## src/rtl/fss_pkg.sv

```systemverilog
package fss_pkg;

  // Smallest frame length that lands in any bin.
  localparam int unsigned BASE_LEN = 64;

  // Bin 0 is exactly BASE_LEN; bin b > 0 spans (BASE_LEN<<(b-1))+1 .. (BASE_LEN<<b)-1.
  function automatic int unsigned binLo(int unsigned b);
    return (b == 0) ? BASE_LEN : (BASE_LEN << (b - 1)) + 1;
  endfunction

  function automatic int unsigned binHi(int unsigned b);
    return (b == 0) ? BASE_LEN : (BASE_LEN << b) - 1;
  endfunction

  // Strobes from control to datapath, one set per bin.
  typedef struct packed {
    logic hitTx;
    logic hitRx;
    logic rdClr;
    logic carryClr;
    logic maskWe;
    logic maskVal;
  } binStrobe_t;

endpackage

```

## src/rtl/fss_ctrl.sv

```systemverilog
module fss_ctrl
  import fss_pkg::*;
#(
  parameter int unsigned NBIN   = 2,
  parameter int unsigned LEN_W  = 14,
  parameter int unsigned ADDR_W = 2,
  parameter int unsigned REG_W  = 32
) (
  input  logic                  txDone,
  input  logic [LEN_W-1:0]      txLen,
  input  logic                  rxDone,
  input  logic [LEN_W-1:0]      rxLen,
  input  logic                  rdEn,
  input  logic [ADDR_W-1:0]     rdAddr,
  input  logic                  clrOnRd,
  input  logic                  wrEn,
  input  logic [ADDR_W-1:0]     wrAddr,
  input  logic [REG_W-1:0]      wrData,
  output binStrobe_t [NBIN-1:0] binStb
);

  localparam int unsigned CARRY_ADDR = NBIN;
  localparam int unsigned MASK_ADDR  = NBIN + 1;

  function automatic logic inBin(logic [LEN_W-1:0] len, int unsigned b);
    return (32'(len) >= binLo(b)) && (32'(len) <= binHi(b));
  endfunction

  logic carryWr;
  logic maskWr;

  always_comb begin
    carryWr = wrEn && (wrAddr == ADDR_W'(CARRY_ADDR));
    maskWr  = wrEn && (wrAddr == ADDR_W'(MASK_ADDR));
    binStb  = '0;
    for (int b = 0; b < NBIN; b++) begin
      binStb[b].hitTx    = txDone && inBin(txLen, b);
      binStb[b].hitRx    = rxDone && inBin(rxLen, b);
      binStb[b].rdClr    = rdEn && clrOnRd && (rdAddr == ADDR_W'(b));
      binStb[b].carryClr = carryWr && wrData[b];
      binStb[b].maskWe   = maskWr;
      binStb[b].maskVal  = wrData[b];
    end
  end

endmodule

```

## src/rtl/fss_datapath.sv

```systemverilog
module fss_datapath
  import fss_pkg::*;
#(
  parameter int unsigned NBIN   = 2,
  parameter int unsigned CNT_W  = 22,
  parameter int unsigned REG_W  = 32,
  parameter int unsigned ADDR_W = 2
) (
  input  logic                        clk,
  input  logic                        rstN,
  input  logic                        clrAll,
  input  binStrobe_t [NBIN-1:0]       binStb,
  input  logic [ADDR_W-1:0]           rdAddr,
  output logic [REG_W-1:0]            rdData,
  output logic                        irq,
  output logic [NBIN-1:0][CNT_W-1:0]  cntVec,
  output logic [NBIN-1:0]             carryVec,
  output logic [NBIN-1:0]             maskVec
);

  localparam int unsigned PAD_W      = REG_W - CNT_W;
  localparam int unsigned CARRY_ADDR = NBIN;
  localparam int unsigned MASK_ADDR  = NBIN + 1;

  for (genvar b = 0; b < NBIN; b++) begin : g_bin
    logic [CNT_W-1:0] cntQ;
    logic             carryQ;
    logic             maskQ;
    logic [1:0]       inc;
    logic [CNT_W-1:0] base;
    logic [CNT_W:0]   sum;

    always_comb begin
      inc  = {1'b0, binStb[b].hitTx} + {1'b0, binStb[b].hitRx};
      base = binStb[b].rdClr ? '0 : cntQ;
      sum  = {1'b0, base} + (CNT_W + 1)'(inc);
    end

    always_ff @(posedge clk or negedge rstN) begin
      if (!rstN) begin
        cntQ   <= '0;
        carryQ <= 1'b0;
        maskQ  <= 1'b0;
      end else begin
        if (clrAll) begin
          cntQ   <= '0;
          carryQ <= 1'b0;
        end else begin
          cntQ   <= sum[CNT_W-1:0];
          carryQ <= sum[CNT_W] | (carryQ & ~binStb[b].carryClr);
        end
        if (binStb[b].maskWe) maskQ <= binStb[b].maskVal;
      end
    end

    assign cntVec[b]   = cntQ;
    assign carryVec[b] = carryQ;
    assign maskVec[b]  = maskQ;
  end

  always_comb begin
    rdData = '0;
    for (int b = 0; b < NBIN; b++) begin
      if (rdAddr == ADDR_W'(b)) rdData = REG_W'(cntVec[b]) << PAD_W;
    end
    if (rdAddr == ADDR_W'(CARRY_ADDR)) rdData = REG_W'(carryVec);
    if (rdAddr == ADDR_W'(MASK_ADDR))  rdData = REG_W'(maskVec);
  end

  assign irq = |(carryVec & ~maskVec);

endmodule

```

## src/rtl/frame_size_stats.sv

```systemverilog
module frame_size_stats
  import fss_pkg::*;
#(
  parameter int unsigned NBIN   = 2,
  parameter int unsigned CNT_W  = 22,
  parameter int unsigned REG_W  = 32,
  parameter int unsigned LEN_W  = 14,
  parameter int unsigned ADDR_W = $clog2(NBIN + 2)
) (
  input  logic              clk,
  input  logic              rstN,
  input  logic              txDone,
  input  logic [LEN_W-1:0]  txLen,
  input  logic              rxDone,
  input  logic [LEN_W-1:0]  rxLen,
  input  logic              clrOnRd,
  input  logic              clrAll,
  input  logic              rdEn,
  input  logic [ADDR_W-1:0] rdAddr,
  output logic [REG_W-1:0]  rdData,
  input  logic              wrEn,
  input  logic [ADDR_W-1:0] wrAddr,
  input  logic [REG_W-1:0]  wrData,
  output logic              irq
);

  binStrobe_t [NBIN-1:0]       binStb;
  logic [NBIN-1:0][CNT_W-1:0]  cntVec;
  logic [NBIN-1:0]             carryVec;
  logic [NBIN-1:0]             maskVec;

  fss_ctrl #(
    .NBIN(NBIN), .LEN_W(LEN_W), .ADDR_W(ADDR_W), .REG_W(REG_W)
  ) u_ctrl (
    .txDone(txDone), .txLen(txLen), .rxDone(rxDone), .rxLen(rxLen),
    .rdEn(rdEn), .rdAddr(rdAddr), .clrOnRd(clrOnRd),
    .wrEn(wrEn), .wrAddr(wrAddr), .wrData(wrData),
    .binStb(binStb)
  );

  fss_datapath #(
    .NBIN(NBIN), .CNT_W(CNT_W), .REG_W(REG_W), .ADDR_W(ADDR_W)
  ) u_dp (
    .clk(clk), .rstN(rstN), .clrAll(clrAll), .binStb(binStb),
    .rdAddr(rdAddr), .rdData(rdData), .irq(irq),
    .cntVec(cntVec), .carryVec(carryVec), .maskVec(maskVec)
  );

endmodule

```

## config.mk

```make
export PLATFORM = sky130hd
export DESIGN_NAME = frame_size_stats
export DESIGN_NICKNAME = d
export VERILOG_FILES = /design/src/rtl/fss_pkg.sv /design/src/rtl/fss_ctrl.sv /design/src/rtl/fss_datapath.sv /design/src/rtl/frame_size_stats.sv
export SDC_FILE = /design/constraint.sdc
export NUM_CORES = 1
export LEC_CHECK = 0
export BUFFER_PORTS_ARGS = -buffer_cell sky130_fd_sc_hd__buf_2
export CAP_MARGIN = 20
export CORE_ASPECT_RATIO = 1.75
export CORE_MARGIN = 1
export CORE_UTILIZATION = 50
export CTS_CLUSTER_SIZE = 28
export DETAILED_ROUTE_END_ITERATION = 8
export PLACE_DENSITY = 0.9
export SYNTH_ARGS = -nofsm -noshare
export SYNTH_HDL_FRONTEND = slang
export SYNTH_SLANG_ARGS = --single-unit
```

## constraint.sdc

```tcl
create_clock -name clk -period 3.3 [get_ports clk]
set_input_delay 0.495 -clock clk [delete_from_list [all_inputs] [get_ports clk]]
set_output_delay 0.495 -clock clk [all_outputs]
set_load 0.1 [all_outputs]
```

Word-level counts from Yosys, hierarchy flattened
Cells that the tools add are included.

storage, ports and cells
  bits in registers = 48
  memories = 0
  bits in latches = 0
  input port bits = 72
  ROM bits = 0
  output and inout port bits = 33
  memory bits (writable) = 0
  word-level logic and storage cells = 58

cells by class
  equal/unequal tests = 5
  multipliers = 0
  bitwise logic cells = 8
  reduce and logical (&&, ||, !) cells = 17
  add/sub/neg operators = 4
  shift-type cells = 0
  div/mod/pow operators = 0
  muxes and demuxes = 10
  $lt $le $gt $ge = 8

operator list
  kind                                                             number
  2-to-1 mux 32 bit                                                4
  2-to-1 mux 22 bit                                                4
  >= comparator 14 x 7 -> 1 bit, second input constant             4
  less-or-equal comparator 14 x 7 -> 1 bit, second input constant  4
  adder 22 x 2 -> 23 bit                                           2
  logical AND 1 bit                                                15
  == test 2 bit, second input constant                             4
  adder 1 x 1 -> 2 bit                                             2
  AND 1 bit                                                        2
  AND 2 bit                                                        1
  == test 2 x 1 -> 1 bit, second input constant                    1
  zero test 2 bit                                                  1
  2-to-1 mux 1 bit                                                 2
  inverter 1 bit                                                   2
  inverter 2 bit                                                   1
  bitwise OR 1 bit                                                 2
  OR reduction 2 bit                                               1

Longest topological paths before layout
  word-level depth = 7
  mapped depth = 11
  depth with buffers taken out = 10

By module
A second synthesis with hierarchy kept.

unflattened totals
  cells, all modules = 360
  area total of the unflattened synthesis = 3146.8 sq um

modules (own cells, without submodules)
  module        times used  cells each  area an instance (sq um)
  fss_datapath  1           332         2974.1
  fss_ctrl      1           28          172.7

Least setup slack after synthesis
No wires, ideal clock.

  path type = input to register
  from = input rdAddr[1]
  to = register u_dp.g_bin[0].cntQ[20]
  path slack = 201 ps
  stages = 11
  arrival = 3026 ps
  path through = buf_2 nand4bb_1 clkbuf_1 and2_1 fa_1 ha_1 nand3_1 or4_1 buf_2 or4_4 a21oi_2

between the ends
  cells in the longest elaborated chain, start to end = 5

ends and longest elaborated chain
  element                 line                    source
  start, declared         frame_size_stats.sv:19  input logic [ADDR_W-1:0] rdAddr,
  zero test 2 bit         fss_ctrl.sv:39          binStb[b].rdClr = rdEn && clrOnRd && (rdAddr == ADDR_W'(b));
  logical AND 1 bit       fss_ctrl.sv:39
  2-to-1 mux 22 bit       fss_datapath.sv:35      base = binStb[b].rdClr ? '0 : cntQ;
  adder 22 x 2 -> 23 bit  fss_datapath.sv:36      sum = {1'b0, base} + (CNT_W + 1)'(inc);
  2-to-1 mux 22 bit       fss_datapath.sv:45      if (clrAll) begin
  end signal, assigned    fss_datapath.sv:49      cntQ <= sum[CNT_W-1:0];
  end, declared           fss_datapath.sv:26      logic [CNT_W-1:0] cntQ;

No other way between the ends.
A chain may end at the register's enable or synchronous reset.

Worst setup path after layout
  from = input rxLen[12]
  to = register u_dp.g_bin[1].cntQ[20]

between the ends
  cells in the longest elaborated chain, start to end = 6

ends and longest elaborated chain
  element                                                                                           line                    source
  start, declared                                                                                   frame_size_stats.sv:15  input logic [LEN_W-1:0] rxLen,
  >= comparator 14 x 7 -> 1 bit / less-or-equal comparator 14 x 7 -> 1 bit (equally long branches)  fss_ctrl.sv:26          return (32'(len) >= binLo(b)) && (32'(len) <= binHi(b));
  logical AND 1 bit (*)                                                                             fss_ctrl.sv:26
  logical AND 1 bit (*)                                                                             fss_ctrl.sv:38          binStb[b].hitRx = rxDone && inBin(rxLen, b);
  adder 1 x 1 -> 2 bit (*)                                                                          fss_datapath.sv:34      inc = {1'b0, binStb[b].hitTx} + {1'b0, binStb[b].hitRx};
  adder 22 x 2 -> 23 bit (*)                                                                        fss_datapath.sv:36
  2-to-1 mux 22 bit (*)                                                                             fss_datapath.sv:45
  end signal, assigned                                                                              fss_datapath.sv:49
  end, declared                                                                                     fss_datapath.sv:26

Mark *: on every way between the ends. The rest lies on a longest branch, timed or not.

==> run metrics <==
dominant cells by area after synthesis dfrtp_1, mux2i_1, nor2_1; CP peak stage delay roughly 0.53 ns; Std-Cell Rows 37; post-DR vias/cell 5.898; # IOs approximately 110; Starting DRT DRC Count 125; Die W 60.95 µm; register area about 1200 µm²; clock skew between 0.01 and 0.015 ns; Residual DRC 0; die area approximately 6400 µm²; asr flop ratio synth 100.0%; clock root buffer clkbuf_8; share of cells above drive strength 1 23.76%; status complete, no violations; CP Class input port to register; Rel. slew slack 52.85%; largest net degree at the start of global routing approximately 50; nets@finish 479; Setup Viol. Count Final 0; Max-Cap Viols 0; CTS Buf Count 5; period utilization 86.06%; Synth Instances 337; PostCTS Resize Cnt 0; 1st-pass router iterations 4; Total Routing Usage GR approximately a quarter; port bufs 66; DP HPWL around 5.5 mm; grt ovf 0; CP Capture Type register; Worst VDD drop ~0.22 mV; CTS tree built; CTS clk-pin slew, worst paths 0.10 ns; Final Core Density 60.14%; P_leak 1.608 nW; CP Data Required Time about 3.5 ns; height of the die 105.2 µm; class of the worst hold path input port to asynchronous set/reset pin; crit path launch type input port; highest clock rate 352.1 MHz; dpl cell area 3423 µm²; initial core utilization 51.71%; worst slew pin tran 0.7073 ns; Post-synth EDFFs 0; H-tree depth 2; first-pass GRT wire length 12.29 mm; Distinct cells, synth 48; Slew Limit Fails 0; antenna-violating nets left 0; fillers 530; Synth warnings 0; hold buffer count at cts 0; unrepaired setup endpoints after global routing no; area leader, netlist dfrtp_1; final instance area between 3000 and 4000 µm²; Clock Path Buffers 2; PD cells 315.0 nW/µm²; Multi-input gate area 1708 µm²; final hold violation count 0; flops & latches, synth 48; antenna cell count 0; setup bufs post-CTS 0; core area roughly 6000 µm²; total wire length approximately 7.5 mm; initial antenna violation count 0; Syn Std Cell Area 3040 µm²; Synth top area share 39.51%; Setup TNS 0 ns; GPL Wtd Cong between 0.9 and 1; register area share after synthesis approximately two fifths; via count between 2000 and 3000; vias in the first global route 2738; worst skew pair latency 0.32 ns; Crit path arrival time 3.08 ns; P&R area growth vs syn 16.30%; clock sink count 48; routed len/inst 15.65 µm; post-route minimum period 2.840 ns; Max Fanout on Critical Path 4; Critical Path, Cell by Cell buf_2 -> nor4_1 -> nand4b_1 -> nand2b_1 -> fa_1 -> inv_1 -> ha_1 -> and3_1 -> nand3_1 -> or4_1 -> a21oi_1; ys flop type dfrtp_1; slowest CP cell or4_1; average size of a mapped cell 9.022 µm²
==> logic make-up (layout without fill, tap and decap cells) <==
| group | after synthesis | count (layout) | synth area share (%) |
|---|---|---|---|
| adder cells (fa/ha/maj) | 4 | 4 | 2.140 |
| flip-flops | 48 | 48 | 39.51 |
| AO/OA/AOI/OAI | 47 | 47 | 9.341 |
| multiplexers | 26 | 26 | 8.642 |
| other | 1 | 8 | 0.1233 |
| AND/OR/NAND/NOR | 162 | 162 | 29.59 |
| XOR/XNOR | 19 | 19 | 5.473 |
| buffers and inverters | 30 | 90 | 5.185 |
==> state kept, by name, indices dropped and copies added, names as in the netlist <==
register and count:
u_dp.g_bin.maskQ 2, u_dp.g_bin.carryQ 2, u_dp.g_bin.cntQ 44
==> worst max-delay path: cells and delay by family <==
family	cells	cell delay [ns]
AND/OR/NAND/NOR	6	1.56
AO/OA/AOI/OAI	1	0.16
adder cells (fa/ha/maj)	2	0.67
buffers and inverters	2	0.18
==> power breakdown <==
group	total [mW]	internal [mW]	switching, mW
clock network	0.372	0.168	0.205
registers	0.596	0.592	0.00386
logic	0.145	0.0401	0.105
==> worst paths after layout <==
path                                       startpoint                endpoint  slack (ns)  depth (start not counted)
min in group clk                            wrData[1]     u_dp.g_bin[1].maskQ        0.43                          2
worst min register to register    u_dp.g_bin[1].maskQ     u_dp.g_bin[1].maskQ        0.56                          1
max in group asynchronous                        rstN   u_dp.g_bin[0].cntQ[0]        2.70                          2
worst max-delay path                        rxLen[12]  u_dp.g_bin[1].cntQ[20]        0.46                         11
worst max register to register  u_dp.g_bin[0].cntQ[0]  u_dp.g_bin[0].cntQ[14]        0.92                          8
worst min-delay path                             rstN  u_dp.g_bin[0].cntQ[15]         0.1                          1
==> cell type report <==
type	instances	area share, %
timing repair buffer	75	11.61
clock buffer	6	2.335
clock inverter	2	0.2831
sequential	48	33.97
tap	78	2.760
multi-input combinational	266	48.30
inverter	7	0.7431
==> cell usage in the layout, fill, tap and decap left out, types with 2 or more instances in the layout <==
cell and n:
buf_2 66, nor2_1 50, dfrtp_1 48, mux2i_1 24, nand2_1 20, a21oi_1 19
nand3_1 15, xor2_1 12, o21ai_0 11, nand4_1 11, nor4_1 9, or3_1 9
conb_1 8, buf_4 8, inv_1 7, o31ai_1 7, or4_1 7, xnor2_1 7
clkbuf_8 6, nor2b_1 5, nand4b_1 4, and2_1 4, nand2b_1 4, and3_1 4
and4_1 4, nor3_1 4, a31o_2 4, nor3b_1 2, and4b_1 2, a211oi_1 2
mux2_2 2, fa_1 2, ha_1 2, clkinv_2 2
==> synth_stat cells (9+ instances only) <==
library cell and number:
mux2i_1 24, o21ai_0 11, or3_1 9, xor2_1 12, nor2_1 50, nor4_1 9
nand2_1 20, nand4_1 11, buf_4 9, dfrtp_1 48, a21oi_1 19, nand3_1 15
==> per-layer routing <==
metal | global-route usage [%] | share of wire [%] | vias up
li1 | - | - | 1331
met4 | 14.77 | 4.3 | 0
met5 | 0 | 0 | -
met3 | 4.455 | 6.3 | 26
met1 | 28.76 | 37 | 1337
met2 | 43.64 | 52 | 149
==> through the flow <==
stage / worst slack (ns) / hold WS [ns] / power (mW) / instances
3_5_place_dp: 0.1319 / 0.5326 / 0.7506 / 473
6_report: 0.4599 / 0.09512 / 1.114 / 482
4_1_cts: 0.4510 / 0.4138 / 1.112 / 481
2_1_floorplan: 0.2013 / 0.1994 / 0.7118 / 344
3_3_place_gp: 0.2097 / 0.5197 / 0.7477 / 473
5_1_grt: 0.2409 / 0.1019 / 1.157 / 482
Note: power is estimated with default switching activity, not from simulation.
